===== config.mk =====
export PLATFORM = sky130hd
export DESIGN_NAME = flash_mode_guard
export DESIGN_NICKNAME = d
export VERILOG_FILES = /design/src/rtl/fmg_pkg.sv /design/src/rtl/fmg_decode.sv /design/src/rtl/fmg_mode_ctl.sv /design/src/rtl/fmg_dep_reg.sv /design/src/rtl/flash_mode_guard.sv
export SDC_FILE = /design/constraint.sdc
export NUM_CORES = 1
export LEC_CHECK = 0
export BUFFER_PORTS_ARGS = -buffer_cell sky130_fd_sc_hd__buf_2
export CORE_ASPECT_RATIO = 0.75
export CORE_MARGIN = 4
export CORE_UTILIZATION = 41
export CTS_CLUSTER_DIAMETER = 100
export DETAILED_ROUTE_END_ITERATION = 7
export PLACE_DENSITY = 0.85
export REMOVE_ABC_BUFFERS = 1
export SKIP_CTS_REPAIR_TIMING = 1
export SYNTH_ARGS = -nofsm -noshare
export SYNTH_HDL_FRONTEND = slang
export SYNTH_SLANG_ARGS = --single-unit

===== constraint.sdc =====
create_clock -name clk -period 2.2 [get_ports clk]
set_clock_uncertainty 0.15 [all_clocks]
set_input_delay 0.11 -clock clk [delete_from_list [all_inputs] [get_ports clk]]
set_output_delay 0.11 -clock clk [all_outputs]
set_load 0.02 [all_outputs]

===== src/rtl/fmg_pkg.sv =====
package fmg_pkg;

    localparam int unsigned BUS_AW = 16;
    localparam int unsigned BUS_DW = 8;

    localparam logic [BUS_AW-1:0] ADDR_MODE = 16'hFF90;
    localparam logic [BUS_AW-1:0] ADDR_STAT = 16'hFF91;
    localparam logic [BUS_AW-1:0] ADDR_PWR  = 16'hFF92;
    localparam logic [BUS_AW-1:0] ADDR_EBLK = 16'hFF93;
    localparam logic [BUS_AW-1:0] ADDR_ENA  = 16'hFF9B;

    localparam int unsigned ENA_BIT = 7;

    // Mode-control byte; field order is the bus-visible bit order.
    typedef struct packed {
        logic rsv;
        logic wen;
        logic esu;
        logic psu;
        logic evfy;
        logic pvfy;
        logic ers;
        logic prg;
    } mode_t;

    typedef enum logic [2:0] {
        SEL_NONE,
        SEL_MODE,
        SEL_STAT,
        SEL_PWR,
        SEL_EBLK,
        SEL_ENA
    } sel_e;

    function automatic logic [2:0] action_count(mode_t m);
        return 3'(m.prg) + 3'(m.ers) + 3'(m.pvfy) + 3'(m.evfy);
    endfunction

    // Next mode-control value for an accepted bus write.
    function automatic mode_t mode_update(mode_t cur, logic [BUS_DW-1:0] w);
        mode_t req;
        mode_t nxt;
        req = mode_t'(w);
        nxt = '0;
        if (!cur.wen) begin
            nxt.wen = req.wen;
        end else if (req.wen) begin
            nxt     = req;
            nxt.rsv = 1'b0;
            nxt.prg = req.prg & req.psu & cur.psu;
            nxt.ers = req.ers & req.esu & cur.esu;
            if (action_count(nxt) > 3'd1) begin
                nxt = cur;
            end
        end
        return nxt;
    endfunction

endpackage


===== src/rtl/fmg_decode.sv =====
module fmg_decode
    import fmg_pkg::*;
#(
    parameter int unsigned       ADDR_W = BUS_AW,
    parameter logic [ADDR_W-1:0] A_MODE = ADDR_MODE,
    parameter logic [ADDR_W-1:0] A_STAT = ADDR_STAT,
    parameter logic [ADDR_W-1:0] A_PWR  = ADDR_PWR,
    parameter logic [ADDR_W-1:0] A_EBLK = ADDR_EBLK,
    parameter logic [ADDR_W-1:0] A_ENA  = ADDR_ENA
) (
    input  logic [ADDR_W-1:0] addr,
    input  logic              we,
    input  logic              access_en,
    output sel_e              sel,
    output logic              wr_mode,
    output logic              wr_pwr,
    output logic              wr_eblk,
    output logic              wr_ena
);

    always_comb begin
        unique case (addr)
            A_MODE:  sel = SEL_MODE;
            A_STAT:  sel = SEL_STAT;
            A_PWR:   sel = SEL_PWR;
            A_EBLK:  sel = SEL_EBLK;
            A_ENA:   sel = SEL_ENA;
            default: sel = SEL_NONE;
        endcase
    end

    always_comb begin
        wr_mode = we && access_en && (sel == SEL_MODE);
        wr_pwr  = we && access_en && (sel == SEL_PWR);
        wr_eblk = we && access_en && (sel == SEL_EBLK);
        wr_ena  = we && (sel == SEL_ENA);
    end

endmodule


===== src/rtl/fmg_mode_ctl.sv =====
module fmg_mode_ctl
    import fmg_pkg::*;
(
    input  logic              clk,
    input  logic              rst,
    input  logic              standby,
    input  logic              wr,
    input  logic [BUS_DW-1:0] wdata,
    output mode_t             mode_q,
    output logic              wen_next
);

    mode_t mode_d;

    always_comb begin
        mode_d = mode_q;
        if (standby) begin
            mode_d = '0;
        end else if (wr) begin
            mode_d = mode_update(mode_q, wdata);
        end
    end

    assign wen_next = mode_d.wen;

    always_ff @(posedge clk) begin
        if (rst) begin
            mode_q <= '0;
        end else begin
            mode_q <= mode_d;
        end
    end

endmodule


===== src/rtl/fmg_dep_reg.sv =====
module fmg_dep_reg #(
    parameter int unsigned W = 8
) (
    input  logic         clk,
    input  logic         rst,
    input  logic         hold_ok,
    input  logic         wr,
    input  logic [W-1:0] wdata,
    output logic [W-1:0] q
);

    logic [W-1:0] d;

    always_comb begin
        if (!hold_ok) begin
            d = '0;
        end else if (wr) begin
            d = wdata;
        end else begin
            d = q;
        end
    end

    always_ff @(posedge clk) begin
        if (rst) begin
            q <= '0;
        end else begin
            q <= d;
        end
    end

endmodule


===== src/rtl/flash_mode_guard.sv =====
module flash_mode_guard
    import fmg_pkg::*;
#(
    parameter int unsigned       ADDR_W = BUS_AW,
    parameter int unsigned       EBLK_W = 5,
    parameter int unsigned       PWR_W  = 8,
    parameter logic [ADDR_W-1:0] A_MODE = ADDR_MODE,
    parameter logic [ADDR_W-1:0] A_STAT = ADDR_STAT,
    parameter logic [ADDR_W-1:0] A_PWR  = ADDR_PWR,
    parameter logic [ADDR_W-1:0] A_EBLK = ADDR_EBLK,
    parameter logic [ADDR_W-1:0] A_ENA  = ADDR_ENA
) (
    input  logic              clk,
    input  logic              rst,
    input  logic              standby_i,
    input  logic [ADDR_W-1:0] bus_addr,
    input  logic [7:0]        bus_wdata,
    input  logic              bus_we,
    output logic [7:0]        bus_rdata,
    output logic              mode_prog_o,
    output logic              mode_pvfy_o,
    output logic              mode_erase_o,
    output logic              mode_evfy_o,
    output logic [EBLK_W-1:0] erase_blk_o,
    output logic [PWR_W-1:0]  pwr_ctl_o
);

    localparam int unsigned DATA_W = $bits(mode_t);

    sel_e             sel;
    logic             wr_mode, wr_pwr, wr_eblk, wr_ena;
    logic             ena_q;
    mode_t            mode_q;
    logic             wen_next;
    logic [EBLK_W-1:0] eblk_q;
    logic [PWR_W-1:0]  pwr_q;

    fmg_decode #(
        .ADDR_W (ADDR_W),
        .A_MODE (A_MODE),
        .A_STAT (A_STAT),
        .A_PWR  (A_PWR),
        .A_EBLK (A_EBLK),
        .A_ENA  (A_ENA)
    ) u_decode (
        .addr      (bus_addr),
        .we        (bus_we),
        .access_en (ena_q),
        .sel       (sel),
        .wr_mode   (wr_mode),
        .wr_pwr    (wr_pwr),
        .wr_eblk   (wr_eblk),
        .wr_ena    (wr_ena)
    );

    always_ff @(posedge clk) begin
        if (rst) begin
            ena_q <= 1'b0;
        end else if (wr_ena) begin
            ena_q <= bus_wdata[ENA_BIT];
        end
    end

    fmg_mode_ctl u_mode (
        .clk      (clk),
        .rst      (rst),
        .standby  (standby_i),
        .wr       (wr_mode),
        .wdata    (bus_wdata),
        .mode_q   (mode_q),
        .wen_next (wen_next)
    );

    fmg_dep_reg #(.W(EBLK_W)) u_eblk (
        .clk     (clk),
        .rst     (rst),
        .hold_ok (wen_next),
        .wr      (wr_eblk),
        .wdata   (bus_wdata[EBLK_W-1:0]),
        .q       (eblk_q)
    );

    fmg_dep_reg #(.W(PWR_W)) u_pwr (
        .clk     (clk),
        .rst     (rst),
        .hold_ok (wen_next),
        .wr      (wr_pwr),
        .wdata   (bus_wdata[PWR_W-1:0]),
        .q       (pwr_q)
    );

    always_comb begin
        bus_rdata = '0;
        unique case (sel)
            SEL_MODE: if (ena_q) bus_rdata = mode_q & 8'h7F;
            SEL_PWR:  if (ena_q) bus_rdata = DATA_W'(pwr_q);
            SEL_EBLK: if (ena_q) bus_rdata = DATA_W'(eblk_q);
            SEL_ENA:  bus_rdata[ENA_BIT] = ena_q;
            default:  bus_rdata = '0;
        endcase
    end

    assign mode_prog_o  = mode_q.prg;
    assign mode_pvfy_o  = mode_q.pvfy;
    assign mode_erase_o = mode_q.ers;
    assign mode_evfy_o  = mode_q.evfy;
    assign erase_blk_o  = eblk_q;
    assign pwr_ctl_o    = pwr_q;

endmodule


==> reports/results.ini <==
[power]
p_leak_nw = 0.754
p_clk_frac = 0.364
p_sw_w = 0.000169
comb_power_share = 0.105
intPower_w = 0.000545
vdd_ir_drop_max_mv = 0.269
seq_power_share = 0.531
sw_frac_of_total = 0.237
p_total_w = 0.000714
p_per_area_mw_per_mm2 = 422

[synth]
synth_top_cell_by_area = dfxtp_1
synth.distinct_cells = 31
synth-edff-count = 0
synth-async-reset-ratio = 0
synthTopCellsByArea = dfxtp_1 (36%), mux2i_1 (16%), nor2_1 (7.1%)
netlist_instances = 130
synth_top_area_frac = 0.359
synth_area_mm2 = 0.00117
ys_warn_count = 0
syn_avg_cell_area_um2 = 9.00
synth_flop_cell = dfxtp_1
synth_seq_area_share = 0.359
synth-seq-cells = 21

[floorplanning]
die_w_um = 69.7
dieArea_mm2 = 0.00378
initial_core_util = 0.439
ioPinCount = 53
core_mm2 = 0.00266
die_h_um = 54.3
rows = 16

[sta]
setup_viol = 0
hold_viol = 0
final.period_utilization = 0.992
fmaxAchievable_mhz = 458
tightest_slew_ns = 0.434
setup_ws_ns = 0.0171
min_period_ns = 2.18
slew_viol_final = 0
slew_headroom = 0.710
rsz0062_at_grt = yes

[status]
outcome = finished, final reports clean

[cells_and_area]
fin_area_mm2 = 0.00169
syn_to_final_growth_pct = 44.6
num_antenna_cells = 0
final_nets = 230
nFillCells = 226
layout-drive-gt1-share = 0.432
finalNonFillerCells = 235

[global_route]
antenna_found_initial = 0
grt_start_max_net_pins = 14
grt_pass1_vias = 1166
grt_use_total = 0.181
overflow = 0
grt_pass1_wl_mm = 5.44

[clocking]
htreeDepth = 1
clock-sinks = 21
clk_pin_slew_worst_paths_ns = 0.08
cts_tree = built
clock_path_buffers = 2
cts_buffers = 3
clkLatencyLatePin_ns = 0.26
clock-root-buffer = clkbuf_8

[worst_setup_path]
worstPathMaxFanout = 3
reg2reg_from = u_mode.mode_q[5]$_SDFFE_PP0P_
arrival_ns = 2.19
crit_start = u_mode.mode_q[5]$_SDFFE_PP0P_
critPathRequiredTime_ns = 2.21
cp-end-kind = flip-flop
cp-start-kind = flip-flop
crit_type = reg2reg

[routing]
via_per_inst = 5.29
drt_iter0_markers = 65
drt_wl_total_mm = 3.45
wire_per_inst_um = 14.7
first_pass_iters = 4
drc = 0
vias = 1242
final_antenna_net_count = 0

[place]
post_dp_cell_area_mm2 = 0.00156
pre_cts_slack_ns = -0.203
port_buffers = 52
hpwl_mm = 2.66
dp.cells = 227
place.gp.congestion = 0.856

[hold_path]
min_from = bus_wdata[3]
min_path_type = in2reg

[flow_run]
cap_violations = 0

==> synthesized netlist by cell type (3+ instances only) <==
| library cell | instances |
|---|---|
| nand4b_1 | 4 |
| nand4_1 | 5 |
| and3_1 | 4 |
| a21oi_1 | 7 |
| nor3_1 | 3 |
| nand3_1 | 3 |
| mux2i_1 | 19 |
| clkbuf_1 | 6 |
| nand2_1 | 9 |
| a22o_1 | 6 |
| nor2_1 | 22 |
| dfxtp_1 | 21 |
==> metal layers <==
metal	up-vias	part of all wire	global-route usage
met3	2	0.057	0.0477
li1	610	-	-
met2	35	0.49	0.304
met1	595	0.45	0.242
met4	0	0.0049	0.0350
met5	-	0	0
==> power by group through the flow <==
stage | sequential, W | combinational (W) | clock (W)
CTS | 0.000380 | 0.0000686 | 0.000260
finish | 0.000380 | 0.0000751 | 0.000260
detailed placement | 0.000389 | 0.0000683 | 0
global route | 0.000380 | 0.0000815 | 0.000284
floorplan | 0.000389 | 0.0000177 | 0
global placement | 0.000389 | 0.0000679 | 0
==> worst paths after layout <==
path                                   end  slack, ns  cells after the start
min                u_pwr.q[3]$_SDFFE_PP0P_       0.02                      2
min reg2reg  u_mode.mode_q[2]$_SDFFE_PP0P_       0.34                      2
max          u_mode.mode_q[0]$_SDFFE_PP0P_       0.02                      8
max reg2reg  u_mode.mode_q[0]$_SDFFE_PP0P_       0.02                      8
==> stage by stage <==
step	hold slack, ns	utilization	setup TNS (ns)
after global routing	0.0163	0.635	-0.193
after floorplan	0.0324	-	-0.473
after CTS	-0.129	0.603	-1.07
final	0.0190	0.635	0
after global placement	0.145	0.586	-0.474
after detailed placement	0.151	0.586	-0.800
==> sequential cells by signal (all words and copies together) (netlist names) <==
signal,flops
u_eblk.q,5
u_pwr.q,8
ena_q,1
u_mode.mode_q,7
==> critical path, cell delays in order, from the launching register on <==
cell	delay, ns
dfxtp_2	0.33
and3_4	0.15
ha_4	0.27
ha_4	0.19
a211o_1	0.29
a311oi_4	0.28
buf_4	0.17
mux2i_1	0.18
nor2_1	0.06
==> final cells by class <==
| cell class | count | area, um^2 | area share |
|---|---|---|---|
| clock buffer | 4 | 45.0 | 0.0266 |
| inverter | 1 | 3.75 | 0.00222 |
| multi-input combinational | 100 | 743 | 0.439 |
| sequential | 21 | 423 | 0.250 |
| tap | 36 | 45.0 | 0.0266 |
| timing repair buffer | 73 | 432 | 0.255 |
==> layout by cell type, fill, tap and decap left out, types with 3 or more instances in the layout <==
cell,instances
buf_2,52
nor2_1,22
mux2i_1,19
dfxtp_1,19
buf_4,16
nand2_1,9
a21oi_1,6
a22o_1,6
nand4_1,5
nand4b_1,4
dlygate4sd3_1,4
nand3_1,3
nor3_1,3
clkbuf_8,3
==> logic make-up (layout without fill, tap and decap cells) <==
| logic type | Yosys count | count (layout) | synth area share |
|---|---|---|---|
| simple gates | 62 | 62 | 0.295 |
| flops | 21 | 21 | 0.359 |
| compound gates | 16 | 16 | 0.113 |
| mux | 20 | 20 | 0.172 |
| buf+inv | 9 | 78 | 0.0385 |
| fa+ha+maj | 2 | 2 | 0.0214 |
Note: power is estimated with default switching activity, not from simulation.
